### src/rtl/laser_sup_pkg.sv
package laser_sup_pkg;

  // effective transmit-disable request
  function automatic logic f_eff_disable(input logic pin, input logic ctl);
    return pin | ctl;
  endfunction

  // a trip is only possible while the transmitter runs; low power honours the mask
  function automatic logic f_trip(input logic dis, input logic hb, input logic hp,
                                  input logic lp, input logic mask);
    return !dis && (hb || hp || (lp && !mask));
  endfunction

  // recovery counter next value
  function automatic int unsigned f_cnt_next(input int unsigned cur, input logic load,
                                             input logic tick, input int unsigned full);
    if (load)
      return full;
    else if (tick && cur != 0)
      return cur - 1;
    else
      return cur;
  endfunction

endpackage

### src/rtl/lsr_disable_edge.sv
module lsr_disable_edge
  import laser_sup_pkg::*;
(
  input  logic clk,
  input  logic rst_n,
  input  logic pin,
  input  logic ctl,
  output logic dis,
  output logic dis_fall
);
  logic dis_q;

  assign dis = f_eff_disable(pin, ctl);

  always_ff @(posedge clk or negedge rst_n) begin
    if (!rst_n)
      dis_q <= 1'b0;
    else
      dis_q <= dis;
  end

  assign dis_fall = dis_q & ~dis;

  p_fall_is_edge_r6: assert property (@(posedge clk) disable iff (!rst_n)
    dis |=> (dis_fall == !dis));
  p_no_fall_when_high_r1: assert property (@(posedge clk) disable iff (!rst_n)
    dis |-> !dis_fall);
endmodule

### src/rtl/lsr_rec_timer.sv
module lsr_rec_timer
  import laser_sup_pkg::*;
#(
  parameter int unsigned REC_TICKS = 8,
  localparam int unsigned CNT_W = $clog2(REC_TICKS + 1)
)(
  input  logic clk,
  input  logic rst_n,
  input  logic start,
  input  logic tick,
  output logic active
);
  logic [CNT_W-1:0] cnt_q;
  logic [CNT_W-1:0] cnt_d;

  always_comb begin
    cnt_d = CNT_W'(f_cnt_next(int'(cnt_q), start, tick, REC_TICKS));
  end

  always_ff @(posedge clk or negedge rst_n) begin
    if (!rst_n)
      cnt_q <= '0;
    else
      cnt_q <= cnt_d;
  end

  assign active = (cnt_q != '0);

  p_load_full_r9: assert property (@(posedge clk) disable iff (!rst_n)
    start |=> (cnt_q == CNT_W'(REC_TICKS)));
  p_count_down_r6: assert property (@(posedge clk) disable iff (!rst_n)
    (!start && tick && active) |=> (cnt_q == $past(cnt_q) - 1'b1));
  p_hold_no_tick_r6: assert property (@(posedge clk) disable iff (!rst_n)
    (!start && !tick) |=> $stable(cnt_q));
  p_idle_stays_r11: assert property (@(posedge clk) disable iff (!rst_n)
    (!start && !active) |=> !active);
endmodule

### src/rtl/lsr_fault_core.sv
module lsr_fault_core
  import laser_sup_pkg::*;
(
  input  logic clk,
  input  logic rst_n,
  input  logic dis,
  input  logic dis_fall,
  input  logic win_active,
  input  logic hb,
  input  logic hp,
  input  logic lp,
  output logic fault_q,
  output logic rec_start,
  output logic lp_mask,
  output logic trip
);
  assign rec_start = dis_fall & (fault_q | win_active);
  assign lp_mask   = win_active | rec_start;
  assign trip      = f_trip(dis, hb, hp, lp, lp_mask);

  always_ff @(posedge clk or negedge rst_n) begin
    if (!rst_n)
      fault_q <= 1'b0;
    else if (trip)
      fault_q <= 1'b1;
    else if (rec_start)
      fault_q <= 1'b0;
  end

  p_trip_latches_r3: assert property (@(posedge clk) disable iff (!rst_n)
    trip |=> fault_q);
  p_fault_held_r5: assert property (@(posedge clk) disable iff (!rst_n)
    (fault_q && !dis_fall) |=> fault_q);
  p_shutdown_no_trip_r2: assert property (@(posedge clk) disable iff (!rst_n)
    dis |-> !trip);
  p_hi_flags_live_r8: assert property (@(posedge clk) disable iff (!rst_n)
    (!dis && (hb || hp)) |=> fault_q);
  p_idle_fall_r11: assert property (@(posedge clk) disable iff (!rst_n)
    (dis_fall && !fault_q && !win_active && !trip) |=> !fault_q);
endmodule

### src/rtl/laser_safety_sup.sv
module laser_safety_sup
  import laser_sup_pkg::*;
#(
  parameter int unsigned REC_TICKS = 8
)(
  input  logic clk,
  input  logic rst_n,
  input  logic tick,
  input  logic tx_disable_pin,
  input  logic tx_disable_ctl,
  input  logic hi_bias_flag,
  input  logic hi_power_flag,
  input  logic lo_power_flag,
  output logic gate_drive_en,
  output logic dac_en,
  output logic fault_out,
  output logic lo_power_masked
);
  logic dis;
  logic dis_fall;
  logic win_active;
  logic fault_q;
  logic rec_start;
  logic lp_mask;
  logic trip;

  lsr_disable_edge u_edge (
    .clk      (clk),
    .rst_n    (rst_n),
    .pin      (tx_disable_pin),
    .ctl      (tx_disable_ctl),
    .dis      (dis),
    .dis_fall (dis_fall)
  );

  lsr_fault_core u_core (
    .clk        (clk),
    .rst_n      (rst_n),
    .dis        (dis),
    .dis_fall   (dis_fall),
    .win_active (win_active),
    .hb         (hi_bias_flag),
    .hp         (hi_power_flag),
    .lp         (lo_power_flag),
    .fault_q    (fault_q),
    .rec_start  (rec_start),
    .lp_mask    (lp_mask),
    .trip       (trip)
  );

  lsr_rec_timer #(.REC_TICKS(REC_TICKS)) u_timer (
    .clk    (clk),
    .rst_n  (rst_n),
    .start  (rec_start),
    .tick   (tick),
    .active (win_active)
  );

  assign gate_drive_en   = !dis && !fault_q;
  assign dac_en          = !dis && !fault_q;
  assign fault_out       = fault_q | win_active;
  assign lo_power_masked = lo_power_flag & ~lp_mask;

  p_enables_low_r5: assert property (@(posedge clk) disable iff (!rst_n)
    fault_q |-> (!gate_drive_en && !dac_en && fault_out));
  p_mask_window_r7: assert property (@(posedge clk) disable iff (!rst_n)
    win_active |-> !lo_power_masked);
  p_recover_enables_r6: assert property (@(posedge clk) disable iff (!rst_n)
    (rec_start && !trip) |=> (fault_out && (gate_drive_en == !dis)));
  p_follow_request_r1: assert property (@(posedge clk) disable iff (!rst_n)
    !fault_q |-> (gate_drive_en == !(tx_disable_pin || tx_disable_ctl)));
endmodule

### config.mk
export PLATFORM = sky130hd
export DESIGN_NAME = laser_safety_sup
export DESIGN_NICKNAME = d
export VERILOG_FILES = /design/src/rtl/laser_sup_pkg.sv /design/src/rtl/lsr_disable_edge.sv /design/src/rtl/lsr_rec_timer.sv /design/src/rtl/lsr_fault_core.sv /design/src/rtl/laser_safety_sup.sv
export SDC_FILE = /design/constraint.sdc
export NUM_CORES = 1
export LEC_CHECK = 0
export BUFFER_PORTS_ARGS = -buffer_cell sky130_fd_sc_hd__clkbuf_2
export CAP_MARGIN = 5
export CORE_AREA = 2 2 39 41
export CTS_BUF_LIST = sky130_fd_sc_hd__clkbuf_4 sky130_fd_sc_hd__clkbuf_8
export CTS_CLUSTER_SIZE = 30
export DETAILED_ROUTE_END_ITERATION = 10
export DIE_AREA = 0 0 41 43
export SYNTH_ARGS = -nofsm -noshare
export SYNTH_HDL_FRONTEND = slang
export SYNTH_SLANG_ARGS = --single-unit
### constraint.sdc
create_clock -name clk -period 3 [get_ports clk]
set_input_delay 0.45 -clock clk [delete_from_list [all_inputs] [get_ports clk]]
set_output_delay 0.45 -clock clk [all_outputs]
set_load 0.01 [all_outputs]
==> impl_results.md, run 1 <==
* Die X-Extent at 41 um
* FF+latch count, synth at 6
* Area Growth Syn to Fin at 23.2%
* Clk slew on worst S/H paths at about 0.050 ns
* Mapped cell area at 388 um2
* Largest net degree at the start of global routing at 7
* Worst-Margin Slew at ~0.54 ns
* Req. time, crit path at between 2 and 3 ns
* PD cells at between 700 and 800 nW/um2
* Maximum capacitance violations at 0
* Crit share post-route at a little over two thirds
* CP max FO at 4
* Skew final at ~0.0035 ns
* Global-route wire length before repair at about 1400 um
* Global placer's final weighted congestion at 0.748
* Multi-input gate area at approximately 220 um2
* Total track usage at between 10% and 20%
* ANT nets after route at 0
* CTS H-tree lvls at 1
* Synth Warn # at 0
* Worst setup SP type: flip-flop
* Vias/cell at roughly 5.1
* Placed Instances at 66
* Cell Chain, Critical Path: inv_1 -> ha_1 -> nor3b_1 -> nand2_1 -> nor2_1 -> clkbuf_2
* DRC at 0
* Post-CTS sizing at 0
* Min Tclk post-route at about 2.1 ns
* Hold-fix buffers at CTS at 0
* Detail Placement HPWL at between 600 and 700 um
* Vias at 351
* Row count at 14
* Post-synth cell types at 25
* Final Hold Fails at 0
* Part of the power in registers at about two fifths
* CP peak stage delay at roughly 0.39 ns
* Worst Setup Path Type: flip-flop to primary output
* Number of DRC markers in iteration 0 at 1
* Switching share of power at between 30% and 40%
* Power consumption at 0.375 mW
* Clk buf depth at 2
* Post-Synthesis Cells at 40
* Gate power share at a little over two fifths
* Final std cells w/o fill at 69
* LEAKAGE at between 0.2 and 0.25 nW
* Post-Place Cell Area at ~460 um2
* Postcts setup bufs at 0
* NetSw at ~0.14 mW
* Peak VDD IR at 0.279 mV
* Commonest non-fill, non-tap cell in the layout: clkbuf_2
* Ant diodes at 0
* Commonest cells after routing, fill and taps aside: 11 x clkbuf_2, 6 x dfrtp_1, 4 x nor2_1
* Slew margin rel. at between 60 and 70%
* Number of global-route vias before repair at approximately 350
* Nets at 65
* Core area at between 1000 and 1500 um2
* CP Capture Type: primary output
* Sum Neg Setup Slack at 0 ns
* Slowest CP cell: dfrtp_1
* Hold Crit Class: primary input to async pin
* CTS sink cnt at 6
* Share of post-route cells with drive strength above 1 at between 30% and 40%
* Final Util at ~35%
* RSZ-0062 raised after global routing: false
* Port Buffers at 11
* CTS tree: yes
* Clock share of power at 19.7%
* Internal power at between 0.2 and 0.25 mW
* Max Slew Vio Count at 0
* Starting density of the core at approximately 28%
* Status: finished, final reports clean
* First drt pass iteration count at 2
* Gr ovfl total at 0
* Initial antenna violation count at 0
* Num CTS Buffers at 3
* Worst slack, placed at 1.17 ns
* CTS root buffer: clkbuf_4
* DIE HEIGHT at 43 um
* Worst reg-to-reg path cell count at 5
* Die area at between 1500 and 2000 um2
* Max Clk Rate at approximately 480 MHz
* # setup viols final at 0
* IO Count at 12
* Average wire per standard cell at 11.5 um
* Mean post-synth cell area at slightly below 10 um2
* Mapped Nets at 50
* Register area share after synthesis at between 30% and 40%
* Seq. cell area at ~150 um2
* Fin Hold WS at just over 0.03 ns
* FILL cells at about 150
* Clock latency at the later pin of the worst-skew pair at approximately 0.24 ns
* Total Wirelength at 794 um
* Post-route cell area at approximately 480 um2
* Final setup margin at just over 0.9 ns
* Critical path data arrival time at 1.63 ns
cells in the mapped netlist (all sizes together):
| library cell | number | area share (%) |
|---|---|---|
| a2111oi | 1 | 2.3 |
| a211oi | 1 | 1.9 |
| a21bo | 1 | 2.6 |
| a21o | 1 | 1.9 |
| a21oi | 2 | 2.6 |
| and4 | 1 | 2.3 |
| and4bb | 1 | 3.2 |
| buf | 1 | 1.9 |
| dfrtp | 6 | 39 |
| ha | 2 | 6.5 |
| inv | 2 | 1.9 |
| nand2 | 3 | 2.9 |
| nand2b | 1 | 1.6 |
| nand3 | 1 | 1.3 |
| nor2 | 4 | 3.9 |
| nor2b | 1 | 1.6 |
| nor3b | 2 | 3.9 |
| o21ai | 2 | 3.5 |
| o22ai | 1 | 1.6 |
| o2bb2ai | 1 | 2.3 |
| or2 | 1 | 1.6 |
| or3 | 1 | 1.9 |
| or3b | 2 | 4.5 |
| or4b | 1 | 3.5 |
registers in the layout (all words and copies together) (netlist names):
name,flops
u_core.fault_q,1
u_edge.dis_q,1
u_timer.cnt_q,4
cell type report:
class / instances / share of cell area (%)
sequential: 6 / 31.4
timing repair buffer: 11 / 11.5
clock buffer: 3 / 4.71
multi-input combinational: 31 / 46.6
inverter: 2 / 1.57
tap: 16 / 4.19
power by group through the flow:
stage | clock, mW | sequential (mW) | combinational (mW)
2_1_floorplan | 0 | 0.138 | 0.125
3_3_place_gp | 0 | 0.147 | 0.156
3_5_place_dp | 0 | 0.147 | 0.159
4_1_cts | 0.0750 | 0.145 | 0.159
5_1_grt | 0.0800 | 0.151 | 0.181
6_report | 0.0738 | 0.145 | 0.157
layer usage:
layer	global-route usage (%)	routed length, um	vias to the layer above
met5	0	0	-
met4	8.00	29	0
met3	1.57	30	4
met2	17.2	373	9
met1	15.3	361	162
li1	-	-	176
path summary, 6_finish.rpt:
check                                   endpoint  slack, ns              from
worst min-delay path            u_timer.cnt_q[3]       0.03             rst_n
worst min register to register  u_timer.cnt_q[0]       0.50  u_timer.cnt_q[0]
worst max-delay path             lo_power_masked       0.92  u_timer.cnt_q[0]
max in group asynchronous       u_timer.cnt_q[2]       2.81             rst_n
worst max register to register    u_core.fault_q       1.45  u_timer.cnt_q[0]
min in group clk                    u_edge.dis_q       0.48    tx_disable_ctl
cell families (layout without fill, tap and decap cells):
| group | count (synthesis) | count (layout) | share of synthesized area [%] |
|---|---|---|---|
| simple gates | 19 | 19 | 32.3 |
| compound gates | 10 | 10 | 18.7 |
| buf+inv | 3 | 16 | 3.87 |
| fa+ha+maj | 2 | 2 | 6.45 |
| flops | 6 | 6 | 38.7 |
worst max-delay path: cells and delay by family (launching register included):
family	cells	cell delay, ns
flops	1	0.39
fa+ha+maj	1	0.17
simple gates	3	0.59
buf+inv	2	0.24
No activity file was read; power rests on OpenSTA's default activity.
==> run 2, diff against run 1 <==
ABC_AREA = 1   (was default)
clock period = 2.05 ns   (was 3 ns; I/O delays follow)
==> run 2 against run 1 <==
Against the previous run:
- routed wire length down 13%
- sequential power is 38% higher
- synthesized area rose by 5.2%
- largest power group unchanged
- non-clock buffer count is 1 higher
- critical endpoint unchanged
==> impl_results.md, run 2 <==
* Top flop regs: u_timer.cnt_q: 4 flops, u_core.fault_q: 1 flops, u_edge.dis_q: 1 flops (unchanged)
* Num CTS Buffers at 3 (unchanged)
* Mapped cell area at 408 um2 (was 388 um2)
* Vias/cell at 4.36 (was 5.09)
* Initial antenna violation count at 0 (unchanged)
* Register area share after synthesis at 36.8% (was 38.7%)
* Global-route wire length before repair at 1140 um (was 1410 um)
* Post-Synthesis Cells at 48 (was 40)
* Clk slew on worst S/H paths at 0.04 ns (was 0.05 ns)
* Gr ovfl total at 0 (unchanged)
* CP Capture Type: primary output (unchanged)
* Synth Warn # at 0 (unchanged)
* Adder-cell share of the synthesized area at 6.13% (was 6.45%)
* Average wire per standard cell at 8.90 um (was 11.5 um)
* Port Buffers at 11 (unchanged)
* Post-Synth Simple-Gate Area at 38.7% (was 32.3%)
* Largest net degree at the start of global routing at 7 (unchanged)
* Die area at 1760 um2 (unchanged)
* First drt pass iteration count at 3 (was 2)
* Maximum capacitance violations at 0 (unchanged)
* Ant diodes at 0 (unchanged)
* RSZ-0062 raised after global routing: false (unchanged)
* Max FFs per register at 4 (unchanged)
* Area Growth Syn to Fin at 24.5% (was 23.2%)
* Core area at 1380 um2 (unchanged)
* Sum Neg Setup Slack at 0 ns (unchanged)
* Worst-Margin Slew at 0.247 ns (was 0.537 ns)
* Global placer's final weighted congestion at 0.684 (was 0.748)
* Total track usage at 10.3% (was 11.8%)
* Multiplexer share of the synthesized area at 0% (unchanged)
* Commonest non-fill, non-tap cell in the layout: clkbuf_2 (unchanged)
* Asr flop ratio synth at 100% (unchanged)
* Worst slack, placed at 0.570 ns (was 1.17 ns)
* Most area-consuming cells after synthesis: dfrtp_1 37%, inv_1 8.3%, nand2_4 8.3% (was dfrtp_1 39%, ha_1 6.5%, or3b_1 4.5%)
* Number of DRC markers in iteration 0 at 1 (unchanged)
* Number of global-route vias before repair at 315 (was 349)
* Mapped Nets at 58 (was 50)
* Post-synth EDFFs at 0 (unchanged)
* CTS H-tree lvls at 1 (unchanged)
* Slew margin rel. at 83.4% (was 64.1%)
* Vias at 340 (was 351)
* IO Count at 12 (unchanged)
* Yosys top cell area share at 36.8% (was 38.7%)
* Row count at 14 (unchanged)
* Detail Placement HPWL at 575 um (was 659 um)
* DIE HEIGHT at 43 um (unchanged)
* Post-synthesis compound-gate area fraction at 6.75% (was 18.7%)
* Mean post-synth cell area at 8.50 um2 (was 9.70 um2)
* Share of post-route cells with drive strength above 1 at 45.2% (was 35.8%)
* Max Clk Rate at around 580 MHz
* Post-Place Cell Area at 475 um2 (was 455 um2)
* Post-synth cell types at 18 (was 25)
* Post-CTS sizing at 0 (unchanged)
* Skew final at 0.00218 ns (was 0.00348 ns)
* Power consumption at 0.543 mW (was 0.375 mW)
* FF+latch count, synth at 6 (unchanged)
* Yosys top cell by area: dfrtp_1 (unchanged)
* Hold Crit Class: primary input to flip-flop (was primary input to async pin)
* DRC at 0 (unchanged)
* ANT nets after route at 0 (unchanged)
* CTS sink cnt at 6 (unchanged)
* Commonest cells post-synth: 9 x inv_1, 6 x dfrtp_1, 5 x nand2_1 (was 6 x dfrtp_1, 4 x nor2_1, 3 x nand2_1)
* Total Wirelength at 694 um (was 794 um)
* Req. time, crit path at 1.74 ns (was 2.55 ns)
* Clock latency at the later pin of the worst-skew pair at 0.24 ns (about the same)
* Largest family of logic cells by synthesized area: simple AND/OR/NAND/NOR gates (unchanged)
* Commonest cells after routing, fill and taps aside: 11 x clkbuf_2, 9 x inv_1, 6 x dfrtp_1 (was 11 x clkbuf_2, 6 x dfrtp_1, 4 x nor2_1)
* Worst setup SP type: flip-flop (unchanged)
* Reg with most FFs: u_timer.cnt_q (unchanged)
* Nets at 74 (was 65)
* Max Slew Vio Count at 0 (unchanged)
* Worst Setup Path Type: flip-flop to primary output (unchanged)
* CTS root buffer: clkbuf_4 (unchanged)
* Final setup margin at 0.322 ns (was 0.915 ns)
* Starting density of the core at 29.5% (was 28.0%)
* CP max FO at 6 (was 4)
* Most used DFF post-synth: dfrtp_1 (unchanged)
* PD cells at 1070 nW/um2 (was 785 nW/um2)
* LEAKAGE at 0.279 nW (was 0.225 nW)
* Post-route cell area at 508 um2 (was 478 um2)
* Min Tclk post-route at around 1.7 ns
* Final Hold Fails at 0 (unchanged)
* Critical path data arrival time at 1.42 ns (was 1.63 ns)
* # setup viols final at 0 (unchanged)
* CTS tree: yes (unchanged)
* Crit share post-route at approximately 84%
* Post-synthesis xor/xnor area fraction at 0% (unchanged)
* Most numerous cell in the Yosys netlist: inv_1 (was dfrtp_1)
* Die X-Extent at 41 um (unchanged)
* Clk buf depth at 2 (unchanged)
* Peak VDD IR at 0.516 mV (was 0.279 mV)
* Status: finished, final reports clean (unchanged)
[run 2: timing repair]
action | 4_1_cts | 5_1_grt
buffers inserted | 0 | 0
hold buffers | 1 | 0
hold endpoints to repair | 6 | 0
[run 2: final cells by class]
| cell class | instances | area (um2) |
|---|---|---|
| Timing Repair Buffer | 12 | 65.1 |
| Inverter | 10 | 40.0 |
| Multi-Input combinational cell | 31 | 210 |
| Clock buffer | 3 | 22.5 |
| Fill cell | 151 | 876 |
| Sequential cell | 6 | 150 |
| Tap cell | 16 | 20.0 |
[run 2: worst max-delay path, cell delays in order, from the launching register on]
cell and delay, ns:
dfrtp_1 0.37, inv_1 0.13, ha_1 0.22, nand3_2 0.12, nand2_4 0.12, nand2_4 0.05
inv_1 0.05, clkbuf_2 0.12
[run 2: where the power goes]
part | total [mW] | internal, mW | leakage [nW] | switching (mW)
combinational | 0.236 | 0.100 | 0.196 | 0.136
sequential | 0.200 | 0.161 | 0.0696 | 0.0397
clock | 0.106 | 0.0661 | 0.0138 | 0.0401
total | 0.543 | 0.327 | 0.279 | 0.216
[run 2: path summary, 6_finish.rpt]
| kind | startpoint | endpoint | slack, ns | cells after the start |
|---|---|---|---|---|
| min | tx_disable_ctl | u_edge.dis_q | 0.32 | 3 |
| min in group asynchronous | rst_n | u_timer.cnt_q[0] | 0.43 | 2 |
| min reg2reg | u_core.fault_q | u_core.fault_q | 0.54 | 2 |
| max reg2reg | u_timer.cnt_q[0] | u_timer.cnt_q[2] | 0.80 | 7 |
| max in group asynchronous | rst_n | u_timer.cnt_q[1] | 1.47 | 2 |
| max | u_timer.cnt_q[0] | lo_power_masked | 0.32 | 7 |
[run 2: kinds of logic (layout without fill, tap and decap cells)]
group / Yosys count / after routing
AO/OA/AOI/OAI: 4 / 4
buffers and inverters: 11 / 25
AND/OR/NAND/NOR: 25 / 25
adder cells (fa/ha/maj): 2 / 2
flip-flops: 6 / 6
[run 2: stage by stage]
step | cells | hold WS (ns) | util [%]
floorplan | 48 | 0.0119 | -
global placement | 74 | 0.137 | 34.4
detailed placement | 74 | 0.139 | 34.4
CTS | 78 | 0.316 | 36.7
global route | 78 | 0.339 | 36.7
finish | 78 | 0.318 | 36.7
[run 2: per-layer routing]
| metal | wire [um] | up-vias | GRT usage [%] |
|---|---|---|---|
| li1 | - | 175 | - |
| met1 | 290 | 153 | 10.1 |
| met2 | 339 | 12 | 16.6 |
| met3 | 65 | 0 | 9.42 |
| met4 | 0 | 0 | 0 |
| met5 | 0 | - | 0 |
==> run 3, diff against run 2 <==
ABC_AREA = 0   (was 1)
clock period = 1.75 ns   (was 2.05 ns; I/O delays follow)
==> run 3 against run 2 <==
Against the previous run:
- flip-flop and latch count unchanged
- register-to-register slack worse by 0.52 ns
- cell count shrank 7.7%
- setup slack got worse by 0.22 ns
- highest routed layer is now met4
- clock-buffer cell count unchanged
- power up 37%
- final area increased by 3.7%
- clock power up 29%
==> impl_results.md, run 3 (same netlist as run 1, synthesis figures left out) <==
* Status: finished, final reports clean (unchanged)
* Critical path data arrival time at 1.38 ns (was 1.42 ns)
* Min Tclk post-route at around 1.6 ns
* Maximum capacitance violations at 0 (unchanged)
* Slew margin rel. at 76.0% (was 83.4%)
* CTS root buffer: clkbuf_4 (unchanged)
* First drt pass iteration count at 4 (was 3)
* CP Capture Type: primary output (unchanged)
* Max FFs per register at 4 (unchanged)
* LEAKAGE at 0.244 nW (was 0.279 nW)
* Final setup margin at 0.106 ns (was 0.322 ns)
* CTS sink cnt at 6 (unchanged)
* Detail Placement HPWL at 637 um (was 575 um)
* # setup viols final at 0 (unchanged)
* GR peak layer: met2 (unchanged)
* Worst slack, placed at 0.136 ns (was 0.570 ns)
* Nets at 68 (was 74)
* Top flop regs: u_timer.cnt_q: 4 flops, u_core.fault_q: 1 flops, u_edge.dis_q: 1 flops (unchanged)
* Vias/cell at 4.92 (was 4.36)
* Number of global-route vias before repair at 357 (was 315)
* DIE HEIGHT at 43 um (unchanged)
* Req. time, crit path at 1.49 ns (was 1.74 ns)
* Total Wirelength at 867 um (was 694 um)
* Met3 track demand over resource at 1.57% (was 9.42%)
* Commonest non-fill, non-tap cell in the layout: clkbuf_2 (unchanged)
* ANT nets after route at 0 (unchanged)
* Worst Setup Path Type: flip-flop to primary output (unchanged)
* RSZ-0062 raised after global routing: true (was false)
* PD cells at 1410 nW/um2 (was 1070 nW/um2)
* M1 GR Usage at 16.0% (was 10.1%)
* Num CTS Buffers at 3 (unchanged)
* CP max FO at 4 (was 6)
* Crit share post-route at a little over nine tenths
* Number of DRC markers in iteration 0 at 10 (was 1)
* Max Clk Rate at around 600 MHz
* Ant diodes at 0 (unchanged)
* CTS H-tree lvls at 1 (unchanged)
* Starting density of the core at 28.0% (was 29.5%)
* DRC at 0 (unchanged)
* Core area at 1380 um2 (unchanged)
* Total track usage at 13.2% (was 10.3%)
* Final Util at 38.1% (was 36.7%)
* CTS tree: yes (unchanged)
* Sum Neg Setup Slack at 0 ns (unchanged)
* Worst-Margin Slew at 0.350 ns (was 0.247 ns)
* Gr ovfl total at 0 (unchanged)
* Largest net degree at the start of global routing at 7 (unchanged)
* Max Slew Vio Count at 0 (unchanged)
* IO Count at 12 (unchanged)
* Global-route wire length before repair at 1480 um (was 1140 um)
* Final Hold Fails at 0 (unchanged)
* Worst setup SP type: flip-flop (unchanged)
* Die X-Extent at 41 um (unchanged)
* Vias at 354 (was 340)
* Initial antenna violation count at 0 (unchanged)
* Clk slew on worst S/H paths at 0.05 ns (was 0.04 ns)
* Clk buf depth at 2 (unchanged)
* Hold Crit Class: primary input to flip-flop (unchanged)
* Share of post-route cells with drive strength above 1 at 44.6% (was 45.2%)
* Skew final at 0.000936 ns (was 0.00218 ns)
* Commonest cells after routing, fill and taps aside: 10 x clkbuf_2, 6 x dfrtp_1, 4 x nor2_1 (was 11 x clkbuf_2, 9 x inv_1, 6 x dfrtp_1)
* Port Buffers at 11 (unchanged)
* Area Growth Syn to Fin at 35.8% (was 24.5%)
* Global placer's final weighted congestion at 0.752 (was 0.684)
* Row count at 14 (unchanged)
* Average wire per standard cell at 12.0 um (was 8.90 um)
* FILL cells at 147 (was 151)
* Peak VDD IR at 0.452 mV (was 0.516 mV)
* Met2 GRT Util at 18.1% (was 16.6%)
* Clock latency at the later pin of the worst-skew pair at 0.25 ns (was 0.24 ns)
* Die area at 1760 um2 (unchanged)
* Reg with most FFs: u_timer.cnt_q (unchanged)
[run 3: cell types whose count changed in the layout (fill, tap and decap cells not counted), moves of 2 or more]
| cell | delta |
|---|---|
| inv_1 | -9 |
| nand2_1 | -2 |
| or3b_1 | +2 |
| inv_2 | +2 |
| nor2_2 | -2 |
| nand3_1 | -2 |
| nand2_4 | -3 |
| nand3b_1 | -2 |
| nand2_2 | -4 |
| buf_4 | +2 |
[run 3: path summary, 6_finish.rpt]
kind                                        from          endpoint  slack (ns)  depth (start not counted)
worst max-delay path            u_timer.cnt_q[0]   lo_power_masked        0.11                          6
worst min-delay path              tx_disable_ctl      u_edge.dis_q        0.27                          2
worst max register to register  u_timer.cnt_q[0]  u_timer.cnt_q[0]        0.28                          5
worst min register to register  u_timer.cnt_q[0]  u_timer.cnt_q[0]        0.52                          1
max in group asynchronous                  rst_n  u_timer.cnt_q[2]        1.22                          2
min in group asynchronous                  rst_n  u_timer.cnt_q[0]        0.37                          2
[run 3: cell type report]
class                           count  area, um2  share of cell area (%)
Multi-Input combinational cell     31        246                    46.8
Sequential cell                     6        150                    28.5
Timing Repair Buffer               14       80.1                    15.2
Clock buffer                        3       22.5                    4.28
Tap cell                           16       20.0                    3.80
Inverter                            2       7.51                    1.43
[run 3: layer usage]
| metal | vias to the layer above | share of wire, % |
|---|---|---|
| li1 | 177 | - |
| met2 | 12 | 43 |
| met3 | 5 | 3.5 |
| met5 | - | 0 |
| met4 | 0 | 6.1 |
| met1 | 160 | 47 |
[run 3: stage by stage]
step	area, um2	std cells	hold WS, ns	power, mW
global route	527	72	0.295	0.813
detailed placement	463	67	0.105	0.526
CTS	507	71	0.271	0.695
global placement	463	67	0.105	0.523
finish	527	72	0.272	0.743
floorplan	388	40	-0.0331	0.450
[run 3: report_power, final]
part | switching, mW | internal (mW)
logic | 0.150 | 0.190
registers | 0.0734 | 0.192
clock network | 0.0585 | 0.0782
[run 3: critical path: stages (launching register included)]
cell and delay [ns]:
dfrtp_1 0.40, inv_2 0.09, ha_4 0.14, nor3b_4 0.21
nand2_1 0.07, nor2_1 0.09, buf_2 0.13
[run 3: what timing repair did]
item,CTS,global route
pin swaps,0,2
cloned,0,0
endpoints found under the hold margin,6,0
hold buffers,1,0
setup buffers,0,1
resized for setup,2,5
endpoints found under the setup margin,2,1
